## src/rtl/rtag_pkg.sv

```systemverilog
package rtag_pkg;
  localparam int X_W = 9;
  localparam int Y_W = 10;

  typedef struct packed {
    logic load;
    logic step;
  } ctrlStrobes_t;
endpackage

```

## src/rtl/rtag_ctrl.sv

```systemverilog
module rtag_ctrl
  import rtag_pkg::*;
(
  input  logic         clk,
  input  logic         rstN,
  input  logic         startPulse,
  input  logic         pixValid,
  input  logic         tileEn,
  input  logic [2:0]   widthLow,
  input  logic [2:0]   heightLow,
  input  logic         lastPix,
  output ctrlStrobes_t strobes,
  output logic         frameDone
);
  logic active;
  logic badSize;

  assign badSize = tileEn && ((widthLow != 3'b111) || (heightLow != 3'b111));
  assign strobes.load = !active && startPulse && !badSize;
  assign strobes.step = active && pixValid;

  always_ff @(posedge clk) begin
    if (!rstN) begin
      active    <= 1'b0;
      frameDone <= 1'b0;
    end else begin
      frameDone <= strobes.step && lastPix;
      if (strobes.load)
        active <= 1'b1;
      else if (strobes.step && lastPix)
        active <= 1'b0;
    end
  end

  AST_DONE_PULSE: assert property (@(posedge clk) disable iff (!rstN)
    frameDone |=> !frameDone);
  AST_BUSY_START_IGNORED: assert property (@(posedge clk) disable iff (!rstN)
    (active && startPulse && !(pixValid && lastPix)) |=> active);
  AST_REJECT_STAYS_IDLE: assert property (@(posedge clk) disable iff (!rstN)
    (!active && startPulse && badSize) |=> !active);
  AST_IDLE_AFTER_DONE: assert property (@(posedge clk) disable iff (!rstN)
    frameDone |-> !active);
endmodule

```

## src/rtl/rtag_datapath.sv

```systemverilog
module rtag_datapath
  import rtag_pkg::*;
#(
  parameter int XW = X_W,
  parameter int YW = Y_W
) (
  input  logic          clk,
  input  logic          rstN,
  input  ctrlStrobes_t  strobes,
  input  logic [XW-1:0] widthM1,
  input  logic [YW-1:0] heightM1,
  input  logic [1:0]    rotCode,
  input  logic          tileEn,
  input  logic [1:0]    pixMode,
  output logic          lastPix,
  output logic          addrValid,
  output logic [2*YW+2:0] addrOut
);
  localparam int IDX_W  = 2 * YW + 1;
  localparam int ADDR_W = IDX_W + 2;

  logic [XW-1:0] wLat;
  logic [YW-1:0] hLat;
  logic [1:0]    rotLat;
  logic          tileLat;
  logic [1:0]    modeLat;
  logic [XW-1:0] xCnt;
  logic [YW-1:0] yCnt;

  logic [YW-1:0]    xExt, wExt, sx, sy, swM1;
  logic [IDX_W-1:0] sxW, syW, swW, tprW, linIdx, tileIdx, pixIdx;
  logic [ADDR_W-1:0] idxA, byteAddr, frameBytes;

  assign lastPix = (xCnt == wLat) && (yCnt == hLat);
  assign xExt = YW'(xCnt);
  assign wExt = YW'(wLat);

  always_comb begin
    unique case (rotLat)
      2'd0: begin sx = xExt;        sy = yCnt;        end
      2'd1: begin sx = hLat - yCnt; sy = xExt;        end
      2'd2: begin sx = wExt - xExt; sy = hLat - yCnt; end
      default: begin sx = yCnt;     sy = wExt - xExt; end
    endcase
    swM1 = rotLat[0] ? hLat : wExt;
  end

  assign sxW  = IDX_W'(sx);
  assign syW  = IDX_W'(sy);
  assign swW  = IDX_W'(swM1) + IDX_W'(1);
  assign tprW = swW >> 3;
  assign linIdx  = syW * swW + sxW;
  assign tileIdx = (((syW >> 3) * tprW + (sxW >> 3)) << 6)
                 + (IDX_W'(sy[2:0]) << 3) + IDX_W'(sx[2:0]);
  assign pixIdx  = tileLat ? tileIdx : linIdx;
  assign idxA    = ADDR_W'(pixIdx);

  always_comb begin
    unique case (modeLat)
      2'd0:    byteAddr = idxA << 2;
      2'd1:    byteAddr = (idxA << 1) + idxA;
      default: byteAddr = idxA << 1;
    endcase
  end

  always_ff @(posedge clk) begin
    if (!rstN) begin
      wLat <= '0; hLat <= '0; rotLat <= '0; tileLat <= 1'b0; modeLat <= '0;
      xCnt <= '0; yCnt <= '0;
      addrValid <= 1'b0; addrOut <= '0;
    end else begin
      addrValid <= strobes.step;
      if (strobes.load) begin
        wLat <= widthM1; hLat <= heightM1; rotLat <= rotCode;
        tileLat <= tileEn; modeLat <= pixMode;
        xCnt <= '0; yCnt <= '0;
      end else if (strobes.step) begin
        addrOut <= byteAddr;
        if (xCnt == wLat) begin
          xCnt <= '0;
          yCnt <= yCnt + 1'b1;
        end else begin
          xCnt <= xCnt + 1'b1;
        end
      end
    end
  end

  assign frameBytes = (ADDR_W'(wLat) + ADDR_W'(1)) * (ADDR_W'(hLat) + ADDR_W'(1))
                    * ((modeLat == 2'd0) ? ADDR_W'(4) : (modeLat == 2'd1) ? ADDR_W'(3) : ADDR_W'(2));

  AST_ADDR_IN_RANGE: assert property (@(posedge clk) disable iff (!rstN)
    addrValid |-> (addrOut < frameBytes));
  AST_ADDR_ONE_CYCLE: assert property (@(posedge clk) disable iff (!rstN)
    strobes.step |=> addrValid);
endmodule

```

## src/rtl/rot_tile_addr_gen.sv

```systemverilog
module rot_tile_addr_gen
  import rtag_pkg::*;
(
  input  logic           clk,
  input  logic           rstN,
  input  logic           startPulse,
  input  logic [X_W-1:0] widthM1,
  input  logic [Y_W-1:0] heightM1,
  input  logic [1:0]     rotCode,
  input  logic           tileEn,
  input  logic [1:0]     pixMode,
  input  logic           pixValid,
  output logic           addrValid,
  output logic [2*Y_W+2:0] addrOut,
  output logic           frameDone
);
  ctrlStrobes_t strobes;
  logic         lastPix;

  rtag_ctrl u_ctrl (
    .clk(clk), .rstN(rstN), .startPulse(startPulse), .pixValid(pixValid),
    .tileEn(tileEn), .widthLow(widthM1[2:0]), .heightLow(heightM1[2:0]),
    .lastPix(lastPix), .strobes(strobes), .frameDone(frameDone)
  );

  rtag_datapath #(.XW(X_W), .YW(Y_W)) u_dp (
    .clk(clk), .rstN(rstN), .strobes(strobes), .widthM1(widthM1),
    .heightM1(heightM1), .rotCode(rotCode), .tileEn(tileEn), .pixMode(pixMode),
    .lastPix(lastPix), .addrValid(addrValid), .addrOut(addrOut)
  );

  AST_DONE_WITH_ADDR: assert property (@(posedge clk) disable iff (!rstN)
    frameDone |-> addrValid);
  AST_RESET_QUIET: assert property (@(posedge clk)
    !rstN |=> (!addrValid && !frameDone));
endmodule

```

## config.mk

```make
export PLATFORM = sky130hd
export DESIGN_NAME = rot_tile_addr_gen
export DESIGN_NICKNAME = d
export VERILOG_FILES = /design/src/rtl/rtag_pkg.sv /design/src/rtl/rtag_ctrl.sv /design/src/rtl/rtag_datapath.sv /design/src/rtl/rot_tile_addr_gen.sv
export SDC_FILE = /design/constraint.sdc
export NUM_CORES = 1
export LEC_CHECK = 0
export BUFFER_PORTS_ARGS = -buffer_cell sky130_fd_sc_hd__buf_2
export CORE_MARGIN = 2
export CORE_UTILIZATION = 60
export CTS_BUF_LIST = sky130_fd_sc_hd__clkbuf_8
export CTS_CLUSTER_DIAMETER = 150
export DETAILED_ROUTE_END_ITERATION = 10
export GPL_TIMING_DRIVEN = 0
export PLACE_DENSITY = 0.8
export SYNTH_ARGS = -nofsm -noshare
export SYNTH_HDL_FRONTEND = slang
export SYNTH_SLANG_ARGS = --single-unit
```

## constraint.sdc

```tcl
create_clock -name clk -period 11 [get_ports clk]
set_input_delay 2.2 -clock clk [delete_from_list [all_inputs] [get_ports clk]]
set_output_delay 2.2 -clock clk [all_outputs]
set_load 0.01 [all_outputs]
```

==> impl_metrics.json, run 1 <==
{
  "place_hpwl_um": 25200,
  "synth_top_family_by_area": "adder cells",
  "synthSimpleGateAreaFrac_pct": 18.8,
  "r2r_setup_slack_ps": 820,
  "postCtsResizedCells": 0,
  "vias_per_cell": 5.92,
  "hold_viol": 0,
  "grt_usage_pct": 32.1,
  "grt_overflow": 0,
  "synth_ff_type": "dfxtp_1",
  "min-delay-path-class": "flip-flop to flip-flop",
  "seqPwrFrac_pct": 34.3,
  "leakagePower_nw": 5.69,
  "ir_worst_vdd_uv": 86.1,
  "skew_ps": 19.0,
  "start_kind": "flip-flop",
  "layout-drive-gt1-share_pct": 8.39,
  "final.period_utilization_pct": 92.5,
  "muxShareOfSynthArea_pct": 8.49,
  "finalInstanceArea_um2": 12000,
  "clk_latency_ps": 380,
  "clockPowerShare_pct": 31.5,
  "antennaDiodeCount": 0,
  "io_pins": 53,
  "die_w_um": 141,
  "status": "finished, final reports clean",
  "mappedNetlistArea_um2": 11300,
  "fp.dieH_um": 141,
  "worstPathMaxFanout": 8,
  "cts-htree-levels": 3,
  "drv_cap": 0,
  "crit_arrival_ps": 10490,
  "switching_share_pct": 36.6,
  "numClockSinks": 69,
  "synthArstFlopShare_pct": 0,
  "p_sw_w": 0.000284,
  "start_util_pct": 60.6,
  "ys_ff_latch": 69,
  "cts-root-buf": "clkbuf_8",
  "layout.nets": 1703,
  "rows": 50,
  "gp_congestion": 0.995,
  "die_area_um2": 19900,
  "grt_max_degree": 13,
  "drc": 0,
  "ant_nets": 0,
  "num_vias": 9998,
  "cts_tree": "done",
  "combPwrFrac_pct": 34.3,
  "drt_pass1_iterations": 5,
  "synth_edf_count": 0,
  "synth_warnings": 0,
  "fin_util_pct": 64.7,
  "cts_hold_buf": 0,
  "path_class": "flip-flop to flip-flop",
  "synth_xor_area_share_pct": 5.29,
  "grt_pass1_wl_um": 50700,
  "slowest_delay_ps": 630,
  "drt-total-wl_um": 30400,
  "ys_seq_area_share_pct": 12.3,
  "syn_avg_cell_area_um2": 8.11,
  "power_density_nw_per_um2": 64.5,
  "setup_viol": 0,
  "first_iter_violations": 810,
  "maxSlewViolCount": 0,
  "synthAdderAreaFrac_pct": 31.8,
  "post_cts_buffers": 0,
  "clock_path_buffers": 2,
  "port-buffer-count": 51,
  "max_freq_mhz": 98.2,
  "path_clk_slew_ps": 80,
  "fin_tns_setup_ps": 0,
  "rsz0062_at_grt": "false",
  "wl_per_cell_um": 18.0,
  "worst_slew_pin_slew_ps": 1070,
  "netlist_instances": 1388,
  "cp_slowest_cell": "a31oi_1",
  "area_growth_pct": 6.85,
  "cp_data_required_time_ps": 11310,
  "intPower_w": 0.000491,
  "min_period_ps": 10180,
  "crit_path_end_kind": "flip-flop",
  "design.core.area_um2": 18600,
  "max_slew_margin_pct": 26.3,
  "cts_buffers": 9,
  "antenna_found_initial": 0,
  "place_area_um2": 11800,
  "yosysUniqueCellTypes": 86,
  "syn-num-nets": 1641,
  "synth_compound_area_share_pct": 13.8,
  "grt_pass1_vias": 9850
}
==> final timing paths <==
check | start | endpoint | depth (start not counted)
max reg2reg | u_dp.xCnt[1]$_SDFFE_PP0P_ | u_dp.addrOut[20]$_SDFFE_PN0P_ | 38
min reg2reg | u_dp.addrOut[4]$_SDFFE_PN0P_ | u_dp.addrOut[4]$_SDFFE_PN0P_ | 2
min | u_dp.addrOut[4]$_SDFFE_PN0P_ | u_dp.addrOut[4]$_SDFFE_PN0P_ | 2
max | u_dp.xCnt[1]$_SDFFE_PP0P_ | u_dp.addrOut[20]$_SDFFE_PN0P_ | 38
==> per-stage QoR <==
stage          power, W  hold slack, ps  setup WS (ps)  instances
2_1_floorplan  0.000457             470           2330       1388
3_3_place_gp   0.000523             438           1190       1673
3_5_place_dp   0.000527             444           1100       1673
4_1_cts        0.000772             460           1010       1688
5_1_grt        0.000815             481            384       1688
6_report       0.000775             462            822       1688
==> synth_stat cells (13+ instances only) <==
library cell,instances,area (µm²)
o21ai_0,35,175
nand3_1,32,160
and2_1,39,244
o21ai_1,13,65.1
clkbuf_1,34,128
a211oi_1,17,128
nand2_1,126,473
nor3_1,30,150
nor2_1,127,477
a21oi_1,58,290
nand2b_1,13,81.3
xnor2_1,47,412
nor2b_1,13,81.3
inv_1,235,882
mux2i_1,46,460
mux4_2,18,405
dfxtp_1,69,1380
xor2_1,21,184
ha_1,123,1540
fa_1,102,2040
==> logic make-up after synthesis <==
logic type | count (synthesis)
AOI/OAI and AO/OA | 229
DFF | 69
muxes | 71
adders and majority gates | 225
xor gates and xnor gates | 68
buffers and inverters | 282
and+or+nand+nor | 444
==> power groups by stage <==
| stage | Clock, W | Combinational, W | Sequential, W |
|---|---|---|---|
| 2_1_floorplan | 0 | 0.000188 | 0.000269 |
| 5_1_grt | 0.000255 | 0.000293 | 0.000267 |
| 3_3_place_gp | 0 | 0.000252 | 0.000271 |
| 3_5_place_dp | 0 | 0.000256 | 0.000271 |
| 4_1_cts | 0.000247 | 0.000259 | 0.000266 |
| 6_report | 0.000244 | 0.000266 | 0.000266 |
==> per-layer routing <==
layer / GRT usage [%] / wire, µm / vias up / share of wire [%]
li1: - / - / 4764 / -
met1: 45.5 / 13500 / 4715 / 44
met2: 49.6 / 13300 / 440 / 44
met3: 5.74 / 2520 / 79 / 8.3
met4: 11.6 / 1130 / 0 / 3.7
met5: 0 / 0 / - / 0
==> cell type report <==
class / instances / area [µm²]
repair buffers: 51 / 255
inverters: 237 / 890
multi-input cells: 1037 / 8800
flip-flops and latches: 69 / 1380
clock inverters: 5 / 85.1
plain buffers: 45 / 180
fillers: 1581 / 6560
clock buffers: 10 / 138
well taps: 234 / 293
==> critical path: cells and delay by family, from the launching register on <==
kind            cells  cell delay [ps]
compound gates     14             2770
xor+xnor            1              120
fa+ha+maj           8             3860
buf+inv             5              430
flops               1              530
mux                 1              330
simple gates        9             2050
==> layout by cell type, fill, tap and decap left out, drive strengths merged, types with 7 or more instances in the layout <==
master	instances
inv	236
dfxtp	69
a21boi	7
and2	41
nor2	127
nor2b	13
xor2	21
fa	102
xnor2	47
nor3	32
nand4	12
a31oi	8
mux4	18
ha	123
nor4	7
or3	7
o21ai	50
nand2	126
a21o	14
mux2i	47
o211ai	12
nand3	33
nand2b	14
a21oi	59
a211oi	20
buf	61
clkbuf	45
and3	14
==> sequential cells by signal (all words and copies together), names as in the netlist <==
register,cells
u_dp.modeLat,2
u_dp.yCnt,10
u_dp.addrValid,1
u_ctrl.active,1
u_dp.wLat,9
u_dp.tileLat,1
u_dp.hLat,10
u_ctrl.frameDone,1
u_dp.addrOut,23
u_dp.xCnt,9
u_dp.rotLat,2
Power figures use the tool's default switching activity.
==> run 2, diff against run 1 <==
Settings changed: CORE_UTILIZATION 60 to 35, PLACE_DENSITY 0.8 to 0.52.
==> impl_metrics.json, run 2 (synthesized netlist as in run 1, its figures left out) <==
{
  "crit_arrival_ps": 10700,
  "port-buffer-count": 51,
  "antennaDiodeCount": 0,
  "maxSlewViolCount": 0,
  "switching_share_pct": 38.4,
  "vias_per_cell": 5.23,
  "fill_cells": 3281,
  "setup_viol": 0,
  "drc": 0,
  "largest_reg_flops": 23,
  "multi_input_area_um2": 8800,
  "rows": 65,
  "path_depth": 38,
  "place_area_um2": 12000,
  "antenna_found_initial": 1,
  "layout.nets": 1703,
  "power_density_nw_per_um2": 62.3,
  "r2r_cells": 38,
  "drt_pass1_iterations": 5,
  "worst_slew_pin_slew_ps": 1240,
  "grt_max_degree": 13,
  "place_hpwl_um": 27900,
  "final_common_cell": "inv_1",
  "ant_nets": 0,
  "path_clk_slew_ps": 90,
  "grt_usage_pct": 20.7,
  "reg.largest.list": "u_dp.addrOut (23), u_dp.hLat (10), u_dp.yCnt (10)",
  "io_pins": 53,
  "hold_viol": 0,
  "worstPathMaxFanout": 8,
  "numClockSinks": 69,
  "max_slew_margin_pct": 16.5,
  "largest-register": "u_dp.addrOut",
  "clock_path_buffers": 2,
  "fin_tns_setup_ps": 0,
  "drv_cap": 0,
  "crit_path_end_kind": "flip-flop",
  "intPower_w": 0.000469,
  "final_cell_mix": "inv_1 (235), nor2_1 (127), nand2_1 (126), ha_1 (123), fa_1 (102)",
  "drt-total-wl_um": 33100,
  "cts_buffers": 9,
  "clockPowerShare_pct": 29.8,
  "path_class": "flip-flop to flip-flop",
  "startpoint": "u_dp.xCnt[1]$_SDFFE_PP0P_",
  "max_freq_mhz": 96.4,
  "first_iter_violations": 545,
  "area_growth_pct": 8.49,
  "hp-start": "u_dp.addrOut[16]$_SDFFE_PN0P_",
  "grt_pass1_wl_um": 54300,
  "grt_overflow": 0,
  "start_kind": "flip-flop",
  "ir_worst_vdd_uv": 66.5,
  "cp_data_required_time_ps": 11330,
  "leakagePower_nw": 5.68,
  "r2r-start": "u_dp.xCnt[1]$_SDFFE_PP0P_",
  "final.period_utilization_pct": 94.3,
  "cts-root-buf": "clkbuf_8",
  "p_sw_w": 0.000292,
  "gp_congestion": 0.893,
  "seqPwrFrac_pct": 34.9,
  "min_path_cells": 2,
  "regArea_um2": 1380,
  "postCtsResizedCells": 0,
  "skew_ps": 21.3,
  "fp.dieH_um": 183,
  "grt_pass1_vias": 9815,
  "rsz0062_at_grt": "false",
  "clk_latency_ps": 380,
  "design.core.area_um2": 31600,
  "critical-path-top-delay-family": "adder cells",
  "die_area_um2": 33600,
  "wl_per_cell_um": 17.8,
  "die_w_um": 183,
  "start_util_pct": 35.6,
  "cts-htree-levels": 3,
  "layout-drive-gt1-share_pct": 8.39,
  "slowest_delay_ps": 710,
  "cts_hold_buf": 0,
  "critical_path_buf_inv_count": 5,
  "finalInstanceArea_um2": 12200,
  "min-delay-path-class": "flip-flop to flip-flop",
  "min_period_ps": 10370,
  "cts_tree": "done",
  "combPwrFrac_pct": 35.2,
  "status": "finished, final reports clean",
  "cp_slowest_cell": "a31oi_1",
  "num_vias": 9707,
  "post_cts_buffers": 0
}
## run 2: cell count changes in the layout (fill, tap and decap cells not counted), sizes merged
| cell | before | now |
|---|---|---|
| inv | 236 | 237 |
| bufinv | 2 | 1 |
## run 2: layer usage
metal  track usage (%)  vias up  share of wire, %
met3              2.54       52               4.9
met4              6.18        0               2.9
met5                 0        -                 0
met1              29.7     4672                49
li1                  -     4756                 -
met2              32.5      227                43
## run 2: worst register-to-register path: cells and delay by family, from the launching register on
kind	cells	cell delay [ps]
buf+inv	5	440
xor+xnor	1	120
fa+ha+maj	8	3920
mux	1	350
compound gates	14	2900
flops	1	510
simple gates	9	2080
## run 2: power groups by stage
stage / Combinational [W] / Clock [W] / Sequential, W
finish: 0.000268 / 0.000227 / 0.000266
global route: 0.000298 / 0.000243 / 0.000267
CTS: 0.000266 / 0.000235 / 0.000266
detailed placement: 0.000263 / 0 / 0.000272
global placement: 0.000262 / 0 / 0.000272
floorplan: 0.000188 / 0 / 0.000269
## run 2: final timing paths
path,to,slack [ps]
worst max-delay path,u_dp.addrOut[20]$_SDFFE_PN0P_,630
worst min register to register,u_dp.addrOut[16]$_SDFFE_PN0P_,460
worst min-delay path,u_dp.addrOut[16]$_SDFFE_PN0P_,460
worst max register to register,u_dp.addrOut[20]$_SDFFE_PN0P_,630
## run 2: area by class of cell
class	count	share of cell area, %
inverter	237	7.29
sequential	69	11.3
tap	402	4.12
timing repair buffer	51	2.09
clock inverter	5	0.492
buffer	45	1.48
clock buffer	10	1.13
multi-input combinational	1037	72.1
## run 2: metrics by stage
step	total power (W)	std cells	worst slack [ps]	utilization, %	hold WS (ps)
3_5_place_dp	0.000535	1841	857	38.0	443
3_3_place_gp	0.000533	1841	883	38.0	440
4_1_cts	0.000767	1856	817	38.6	457
6_report	0.000761	1856	627	38.6	459
5_1_grt	0.000808	1856	82.3	38.6	468
2_1_floorplan	0.000457	1388	2330	-	470
